## src/rtl/int_exec_pkg.sv

```systemverilog
// Package: shared operation codes and widths for the integer execution unit.
// Assumes the 4-bit code space; codes not listed are treated as unused.
package int_exec_pkg;
    localparam int DATA_W = 32;
    localparam int OP_W   = 4;

    typedef enum logic [OP_W-1:0] {
        OP_ADD_TRAP = 4'd0,
        OP_ADD_WRAP = 4'd1,
        OP_SUB_TRAP = 4'd2,
        OP_SUB_WRAP = 4'd3,
        OP_LT_SIGN  = 4'd4,
        OP_LT_UNS   = 4'd5,
        OP_AND      = 4'd6,
        OP_OR       = 4'd7,
        OP_SHL      = 4'd8,
        OP_SHR_LOG  = 4'd9,
        OP_SHR_ARI  = 4'd10
    } exec_op_e;
endpackage

```

## src/rtl/iex_addsub.sv

```systemverilog
// Module: two's-complement adder/subtractor with raw signed-overflow detection.
// Assumes the caller decides whether the overflow is reported (trapping form).
module iex_addsub #(
    parameter int W = 32
) (
    input  logic         sub_i,
    input  logic         trap_i,
    input  logic [W-1:0] a_i,
    input  logic [W-1:0] b_i,
    output logic [W-1:0] sum_o,
    output logic         ovf_o
);
    logic [W-1:0] b_eff;
    logic         raw_ovf;

    // Invert B for subtraction and add with carry-in, then detect sign overflow.
    always_comb begin
        b_eff   = sub_i ? ~b_i : b_i;
        sum_o   = a_i + b_eff + {{(W-1){1'b0}}, sub_i};
        raw_ovf = (a_i[W-1] == b_eff[W-1]) && (sum_o[W-1] != a_i[W-1]);
        ovf_o   = trap_i & raw_ovf;
    end

    // Guard: a reported add overflow needs operands of equal sign.
    always_comb begin
        if (ovf_o && !sub_i)
            a_r2_same_sign: assert (a_i[W-1] == b_i[W-1])
                else $error("R2 overflow with differing operand signs");
        if (ovf_o && sub_i)
            a_r3_diff_sign: assert (a_i[W-1] != b_i[W-1])
                else $error("R3 subtract overflow with equal operand signs");
        if (!trap_i)
            a_r4_no_overflow: assert (!ovf_o)
                else $error("R4 non-trapping form flagged overflow");
    end
endmodule

```

## src/rtl/iex_compare.sv

```systemverilog
// Module: signed and unsigned less-than producing a zero-extended flag.
// Assumes operands of equal width; flag lands in bit 0.
module iex_compare #(
    parameter int W = 32
) (
    input  logic         signed_i,
    input  logic [W-1:0] a_i,
    input  logic [W-1:0] b_i,
    output logic [W-1:0] lt_o
);
    logic lt_s;
    logic lt_u;
    logic lt_sel;

    // Compute both flavours and pick one; signed differs only when signs differ.
    always_comb begin
        lt_u   = (a_i < b_i);
        lt_s   = (a_i[W-1] != b_i[W-1]) ? a_i[W-1] : lt_u;
        lt_sel = signed_i ? lt_s : lt_u;
        lt_o   = {{(W-1){1'b0}}, lt_sel};
    end

    // Guard: upper bits of a comparison are always zero.
    always_comb begin
        a_r5_upper_zero: assert (lt_o[W-1:1] == '0)
            else $error("R5 comparison upper bits not zero");
        if (!signed_i && a_i == b_i)
            a_r6_equal_not_less: assert (lt_o[0] == 1'b0)
                else $error("R6 equal operands reported less");
    end
endmodule

```

## src/rtl/iex_shifter.sv

```systemverilog
// Module: logarithmic barrel shifter for left-logical, right-logical, right-arithmetic.
// Assumes shift amount width is clog2 of the data width; left shifts reuse the
// right-shift stages through bit reversal.
module iex_shifter #(
    parameter int W  = 32,
    localparam int SW = $clog2(W)
) (
    input  logic          left_i,
    input  logic          arith_i,
    input  logic [SW-1:0] amt_i,
    input  logic [W-1:0]  a_i,
    output logic [W-1:0]  y_o
);
    logic [W-1:0] a_rev;
    logic [W-1:0] stage [0:SW];
    logic [W-1:0] out_rev;
    logic         fill;

    genvar gi;
    // Bit-reverse the input and the final stage for left shifts.
    generate
        for (gi = 0; gi < W; gi++) begin : g_rev
            assign a_rev[gi]   = a_i[W-1-gi];
            assign out_rev[gi] = stage[SW][W-1-gi];
        end
    endgenerate

    assign fill     = arith_i & ~left_i & a_i[W-1];
    assign stage[0] = left_i ? a_rev : a_i;

    // One conditional power-of-two right shift per amount bit.
    generate
        for (gi = 0; gi < SW; gi++) begin : g_stage
            localparam int S = 1 << gi;
            assign stage[gi+1] = amt_i[gi]
                ? {{S{fill}}, stage[gi][W-1:S]}
                : stage[gi];
        end
    endgenerate

    assign y_o = left_i ? out_rev : stage[SW];

    // Guard: zero amount passes the operand through; arithmetic keeps the sign.
    always_comb begin
        if (amt_i == '0)
            a_r8_zero_amount: assert (y_o == a_i)
                else $error("R8 zero shift changed operand");
        if (arith_i && !left_i)
            a_r9_sign_kept: assert (y_o[W-1] == a_i[W-1])
                else $error("R9 arithmetic shift lost sign");
    end
endmodule

```

## src/rtl/int_exec_unit.sv

```systemverilog
// Module: top of the combinational integer execution unit. Decodes the
// operation code, drives the arithmetic, compare and shift units and selects
// the result. Assumes immediates arrive already extended; purely combinational.
module int_exec_unit
    import int_exec_pkg::*;
#(
    parameter int W  = DATA_W,
    localparam int SW = $clog2(W)
) (
    input  logic [OP_W-1:0] op_i,
    input  logic [W-1:0]    opa_i,
    input  logic [W-1:0]    opb_i,
    input  logic [SW-1:0]   shamt_i,
    output logic [W-1:0]    result_o,
    output logic            ovf_o
);
    exec_op_e     op;
    logic         is_sub;
    logic         is_trap;
    logic         is_signed_cmp;
    logic         sh_left;
    logic         sh_arith;
    logic [W-1:0] sum;
    logic         as_ovf;
    logic [W-1:0] lt_word;
    logic [W-1:0] sh_word;

    assign op = exec_op_e'(op_i);

    // Decode control bits for the sub-units.
    always_comb begin
        is_sub        = (op == OP_SUB_TRAP) || (op == OP_SUB_WRAP);
        is_trap       = (op == OP_ADD_TRAP) || (op == OP_SUB_TRAP);
        is_signed_cmp = (op == OP_LT_SIGN);
        sh_left       = (op == OP_SHL);
        sh_arith      = (op == OP_SHR_ARI);
    end

    iex_addsub #(.W(W)) u_addsub (
        .sub_i  (is_sub),
        .trap_i (is_trap),
        .a_i    (opa_i),
        .b_i    (opb_i),
        .sum_o  (sum),
        .ovf_o  (as_ovf)
    );

    iex_compare #(.W(W)) u_compare (
        .signed_i (is_signed_cmp),
        .a_i      (opa_i),
        .b_i      (opb_i),
        .lt_o     (lt_word)
    );

    iex_shifter #(.W(W)) u_shifter (
        .left_i  (sh_left),
        .arith_i (sh_arith),
        .amt_i   (shamt_i),
        .a_i     (opa_i),
        .y_o     (sh_word)
    );

    // Select the result for the current code; unused codes give zero.
    always_comb begin
        result_o = '0;
        case (op)
            OP_ADD_TRAP, OP_ADD_WRAP,
            OP_SUB_TRAP, OP_SUB_WRAP:   result_o = sum;
            OP_LT_SIGN, OP_LT_UNS:      result_o = lt_word;
            OP_AND:                     result_o = opa_i & opb_i;
            OP_OR:                      result_o = opa_i | opb_i;
            OP_SHL, OP_SHR_LOG,
            OP_SHR_ARI:                 result_o = sh_word;
            default:                    result_o = '0;
        endcase
    end

    // Only arithmetic codes may report overflow.
    always_comb begin
        ovf_o = as_ovf & (op_i <= 4'd3);
    end

    // Guard: unused codes are silent; flag only for trapping codes.
    always_comb begin
        if (op_i > 4'd10)
            a_r10_unused_zero: assert (result_o == '0 && !ovf_o)
                else $error("R10 unused code produced output");
        if (ovf_o)
            a_r10_trap_only: assert (op_i == 4'd0 || op_i == 4'd2)
                else $error("R10 overflow on non-trapping code");
    end
endmodule

```

## config.mk

```make
export PLATFORM = sky130hd
export DESIGN_NAME = int_exec_unit
export DESIGN_NICKNAME = d
export VERILOG_FILES = /design/src/rtl/int_exec_pkg.sv /design/src/rtl/iex_addsub.sv /design/src/rtl/iex_compare.sv /design/src/rtl/iex_shifter.sv /design/src/rtl/int_exec_unit.sv
export SDC_FILE = /design/constraint.sdc
export NUM_CORES = 1
export LEC_CHECK = 0
export CELL_PAD_IN_SITES_DETAIL_PLACEMENT = 1
export CELL_PAD_IN_SITES_GLOBAL_PLACEMENT = 2
export CORE_ASPECT_RATIO = 0.8
export CORE_MARGIN = 5
export CORE_UTILIZATION = 25
export DETAILED_ROUTE_END_ITERATION = 10
export PLACE_DENSITY_LB_ADDON = 0.3
export REMOVE_ABC_BUFFERS = 1
export SLEW_MARGIN = 20
export SYNTH_ARGS = -nofsm -noshare
export SYNTH_HDL_FRONTEND = slang
export SYNTH_SLANG_ARGS = --single-unit
```

## constraint.sdc

```tcl
create_clock -name vclk -period 6.41
set_clock_uncertainty 0.1 [all_clocks]
set_input_delay 1.282 -clock vclk [all_inputs]
set_output_delay 1.282 -clock vclk [all_outputs]
set_load 0.01 [all_outputs]
```

==> metrics.yaml, run 1 <==
grt_overflow_total: 0
pwr_density_cell_nw_per_um2: 100
cellLeakagePower_nw: 4.70
sequential_cell_area_sq_um: 0
post_synth_num_cell_types: 71
finalSetupTns_ps: 0
via_count: 8457
timing.final.crit_period_ps: 6390
grt_start_max_net_pins: 33
clock_buffer_count: 0
hold_viol_final: 0
rsz0062_at_grt: "yes"
timing.setup.critical_path_class: "input port to primary output"
tightest_slew_ps: 625
detail_route.vias_per_cell: 5.44
final_design_area_no_fill_sq_um: 10200
netlist.top_cell.by_area: "ha_1"
critPathRequiredTime_ps: 5030
io_buffers: 106
timing.final.crit_share: 0.997
grt.met2_usage: 0.348
timing_max_transition_violations_final: 0
dr.first_iter.drc_count: 554
ant_nets: 0
cp_slowest_cell: "clkdlybuf4s50_1"
cp_slowest_stage_delay_ps: 480
startpoint_type: "input port"
critical_path.startpoint: "op_i[1]"
share_of_yosys_cell_area_claimed_by_the_top_area_cell_type: 0.219
grt_first_pass_wirelength_um: 53600
die_height_um: 163
finalNetCount: 1382
hold_slack_ps: 3370
ioPinCount: 106
path_cells: "clkdlybuf4s50_1 > or3b_4 > buf_4 > xnor2_1 > ha_1 > buf_4 > o21a_1 > o21a_1 > o21ai_0 > nand2b_1 > nand2_1 > xor2_1 > o221ai_1 > a21o_1 > clkdlybuf4s50_1"
hold_path_startpoint: "opb_i[31]"
layout_cell_share_with_drive_strength_beyond_1: 0.222
critical_path.top_delay_family: "buffers and inverters"
synthMostInstantiatedCell: "ha_1"
firstDrtPassIters: 4
fillers: 3488
post-route-drc-count: 0
cell_types_with_the_highest_counts_after_synthesis: "128 x ha_1, 88 x inv_1, 81 x nand2_1"
post_dp_cell_area_sq_um: 9870
cp_num_buf_inv: 4
vdd.ir_drop.worst_uv: 36.7
via_count_of_the_first_global_routing_pass: 8713
syn_area_sq_um: 7310
worst-endpoint-arrival_ps: 5010
flops_and_latches: 0
row_count: 56
postSynthCellCount: 957
routed_wl_um: 36000
gr-usage-met3: 0.0317
maxClockFrequency_mhz: 157
syn2layout_area_growth_pct: 39.3
place.gp.congestion: 0.920
avgSynthCellArea_sq_um: 7.64
setup_violations: 0
wire_per_inst_um: 23.2
largest_fanout_on_the_critical_path: 7
grt_antenna_before_repair: 0
grtUsageMet1: 0.297
globalRouteTotalUtil: 0.208
floorplan.die.width_um: 201
run_status: "completed"
synth.yosys.seq_area_share: 0
dieArea_sq_um: 32800
core-area_sq_um: 29100
synthesis.yosys.warnings: 0
worstSetupEndpointType: "primary output"
insertedDiodeCount: 0
globalRoute.busiestLayer: "met2"
worst_slew_margin_relative_to_its_limit: 0.580
floorplan.initialDensity: 0.251
synth_area_leaders: "ha_1 22%, mux2i_1 9.4%, mux4_2 6.5%, xnor2_1 5.9%, mux4_1 5.4%"
min_path_type: "input port to primary output"
max_cap_violations: 0
dp_wirelength_um: 29800
==> cell type report <==
| type | instances | area [sq um] | area share |
|---|---|---|---|
| multi-input cells | 804 | 6910 | 0.679 |
| repair buffers | 283 | 2460 | 0.241 |
| well taps | 377 | 472 | 0.0463 |
| inverters | 91 | 342 | 0.0335 |
==> timing repair <==
action / in CTS / in global routing
setup endpoints to repair: 25 / 25
pin swaps: 6 / 15
gates cloned: 0 / 1
hold buffers: 0 / 0
gates resized for setup: 45 / 43
setup buffers: 3 / 4
==> worst paths after layout <==
check	to	slack [ps]	cells after the start
worst max-delay path	result_o[22]	20	15
worst min-delay path	ovf_o	3370	5
==> layout by cell type (no fill, tap or decap), types with 5 or more instances in the layout <==
cell type / n
a21o_1: 7
o21a_1: 7
nand4_1: 10
nor3_1: 9
dlygate4sd2_1: 13
a211oi_2: 5
buf_4: 169
and3_1: 6
inv_1: 88
mux4_1: 15
nor2b_1: 5
nor2_1: 76
a221oi_2: 7
o21bai_1: 6
xnor2_1: 46
o221ai_1: 17
and2_1: 8
nand3_1: 14
nand2b_1: 5
o21ai_0: 46
o21ai_1: 9
buf_12: 6
a21oi_1: 51
o22ai_1: 12
a21oi_2: 6
ha_1: 128
mux2i_1: 68
a31oi_1: 10
dlymetal6s2s_1: 5
a211oi_1: 6
xor2_1: 9
mux4_2: 21
clkdlybuf4s50_1: 83
nand2_1: 81
o211ai_1: 14
a221oi_1: 17
==> cell families (layout without fill, tap and decap cells) <==
group / count (synthesis) / after routing / share of synthesized area
multiplexers: 109 / 109 / 0.221
AO/OA/AOI/OAI: 272 / 272 / 0.251
XOR/XNOR: 60 / 60 / 0.0719
buffers and inverters: 153 / 374 / 0.0887
adder cells (fa/ha/maj): 129 / 129 / 0.222
AND/OR/NAND/NOR: 234 / 234 / 0.146
==> layer usage <==
layer	up-vias	wire, um
li1	3980	-
met1	4215	17200
met2	238	16400
met3	24	2030
met4	0	391
met5	-	0
==> power breakdown <==
group | total [W] | switching (W) | internal (W)
clock | 0 | 0 | 0
combinational | 0.00102 | 0.000549 | 0.000471
sequential | 0 | 0 | 0
total | 0.00102 | 0.000549 | 0.000471
==> stage by stage <==
step	cells	power (W)	util	setup slack (ps)
finish	1555	0.00102	0.350	22.0
global route	1555	0.00110	0.350	-157
CTS	1550	0.000989	0.343	5.00
detailed placement	1547	0.000972	0.339	-538
global placement	1547	0.000967	0.339	-473
floorplan	895	0.000477	-	-386
(Power assumes the default switching activity.)
==> run 2, diff against run 1 <==
- MAX_ROUTING_LAYER: unset -> met4
==> run 2 against run 1 <==
  * The flow now finishes with violations (negative setup slack)
  * Worst setup slack got worse by 100 ps
  * Via count decreased by 1.4%
  * Power grew 0.24%
  * Sequential cell count is the same
  * Combinational power about the same
  * Final cell count shrank 0.26%
  * First-iteration DRC count grew 6.3%
  * Utilization hardly changed
  * Global-route usage is 1.1 points higher
  * Critical path depth stayed put
  * Fmax decreased by 1.6%
  * Critical path type unchanged
  * Largest cell class unchanged
  * Highest routed layer unchanged
==> metrics.yaml, run 2 (synthesized netlist as in run 1, its figures left out) <==
run_status: "finished, violations left"
failed_checks: "negative setup slack"
max_cap_violations: 0
startpoint_type: "input port"
worst_slew_margin_relative_to_its_limit: 0.631
post_dp_cell_area_sq_um: 9820
dieArea_sq_um: 32800
hold_viol_final: 0
power.share.sequential: 0
vdd.ir_drop.worst_uv: 35.0
wire_per_inst_um: 23.6
firstDrtPassIters: 5
worst-endpoint-arrival_ps: 5110
largest_fanout_on_the_critical_path: 15
io_buffers: 106
cellLeakagePower_nw: 4.68
grt_antenna_before_repair: 0
critPathRequiredTime_ps: 5030
ioPinCount: 106
timing.final.crit_period_ps: 6490
tightest_slew_ps: 549
layout_cell_share_with_drive_strength_beyond_1: 0.231
timing.setup.critical_path_class: "input port to primary output"
holdPathStages: 5
cp_slowest_cell: "clkdlybuf4s50_1"
floorplan.initialDensity: 0.251
share_comb_of_total_power: 1.000
dr.first_iter.drc_count: 589
timing.final.crit_share: 1.01
routed_wl_um: 36600
worstSetupEndpointType: "primary output"
clockPowerShare: 0
finalSetupTns_ps: -79.9
intPower_w: 0.000471
grt_start_max_net_pins: 33
cp_slowest_stage_delay_ps: 570
core-area_sq_um: 29100
sequential_cell_area_sq_um: 0
total_power_w: 0.00102
place.gp.congestion: 0.947
via_count_of_the_first_global_routing_pass: 8836
globalRouteTotalUtil: 0.219
die_height_um: 163
via_count: 8335
path_cells: "clkdlybuf4s50_1 > or3b_4 > buf_8 > xnor2_1 > ha_1 > o211ai_1 > o211ai_1 > buf_4 > a21oi_4 > o21ai_2 > a32oi_2 > a21boi_1 > xnor2_1 > o21ai_0 > clkdlybuf4s50_1"
final_design_area_no_fill_sq_um: 10200
dp_cells: 1544
ctsHoldBuffers: 0
clock_buffer_count: 0
path_depth: 15
power.switching_fraction: 0.540
switching_power_w: 0.000552
mostFrequentLayoutCells: "165 x buf_4, 126 x ha_1, 88 x inv_1, 83 x clkdlybuf4s50_1, 81 x nand2_1"
fillers: 3502
setup_violations: 1
flops_and_latches: 0
dp_wirelength_um: 30100
timing_max_transition_violations_final: 0
insertedDiodeCount: 0
syn2layout_area_growth_pct: 39.5
row_count: 56
min_path_type: "input port to primary output"
grt_overflow_total: 0
cp_num_buf_inv: 4
ant_nets: 0
pwr_density_cell_nw_per_um2: 100
grt_first_pass_wirelength_um: 54700
post-route-util: 0.351
fin_ws_ps: -79.9
finalNetCount: 1378
hold_path_startpoint: "opb_i[31]"
layout_commonest_cell: "buf_4"
multi_input_area_sq_um: 6940
rsz0062_at_grt: "yes"
detail_route.vias_per_cell: 5.37
post-route-drc-count: 0
critical_path.top_delay_family: "buffers and inverters"
finalNonFillerCells: 1551
hold_end: "ovf_o"
floorplan.die.width_um: 201
maxClockFrequency_mhz: 154
run 2: cell types whose count changed in the layout (fill, tap and decap cells not counted), moves of 3 or more:
| cell | change |
|---|---|
| mux2i_1 | -12 |
| mux2i_2 | +12 |
| buf_4 | -4 |
| o21ai_0 | -4 |
| buf_12 | -3 |
| o21ai_2 | +3 |
run 2: tightest hold or removal path: stages:
cell and delay, ps:
clkdlybuf4s50_1 530, xor2_1 130, nand3_1 90, mux2i_1 70, clkbuf_2 120
run 2: layout make-up:
cell class | count | area share
Timing Repair Buffer | 279 | 0.240
Inverter | 91 | 0.0335
Tap cell | 377 | 0.0463
Multi-Input combinational cell | 804 | 0.680
run 2: power groups by stage:
stage / clock network (W) / logic, W / registers [W]
2_1_floorplan: 0 / 0.000477 / 0
3_3_place_gp: 0 / 0.000964 / 0
3_5_place_dp: 0 / 0.000974 / 0
4_1_cts: 0 / 0.000996 / 0
5_1_grt: 0 / 0.00110 / 0
6_report: 0 / 0.00102 / 0
run 2: repair_timing:
| item | CTS | global route |
|---|---|---|
| setup endpoints to repair | 27 | 29 |
| pin swaps | 10 | 7 |
| setup buffers | 4 | 1 |
| cloned | 2 | 0 |
| resized for setup | 48 | 56 |
| endpoints found under the hold margin | 0 | 0 |
run 2: metrics by stage:
step                      hold WS (ps)  setup slack, ps
after floorplan                   2640             -386
after global placement            3730             -477
after detailed placement          3750             -604
after CTS                         3560             -104
after global routing              3430             -185
final                             3400            -79.9
run 2: metal layers:
metal | up-vias | part of all wire | GRT usage
met5 | - | 0 | -
met4 | 0 | 0.0086 | 0.0174
met3 | 20 | 0.042 | 0.0127
met2 | 207 | 0.46 | 0.361
met1 | 4137 | 0.49 | 0.311
li1 | 3971 | - | -
run 2: worst max path at each step:
stage                        from            to  slack [ps]
after CTS                 op_i[1]  result_o[28]        -100
after detailed placement  op_i[1]  result_o[28]        -600
after global placement    op_i[1]  result_o[20]        -480
final                     op_i[1]  result_o[28]         -80
after global routing      op_i[1]  result_o[28]        -180
after floorplan           op_i[2]  result_o[15]        -390
==> run 3, diff against run 2 <==
- SLEW_MARGIN: 20 -> unset
==> results of run 3 <==
No change in the layout: final DEF, timing and power equal those of run 2.
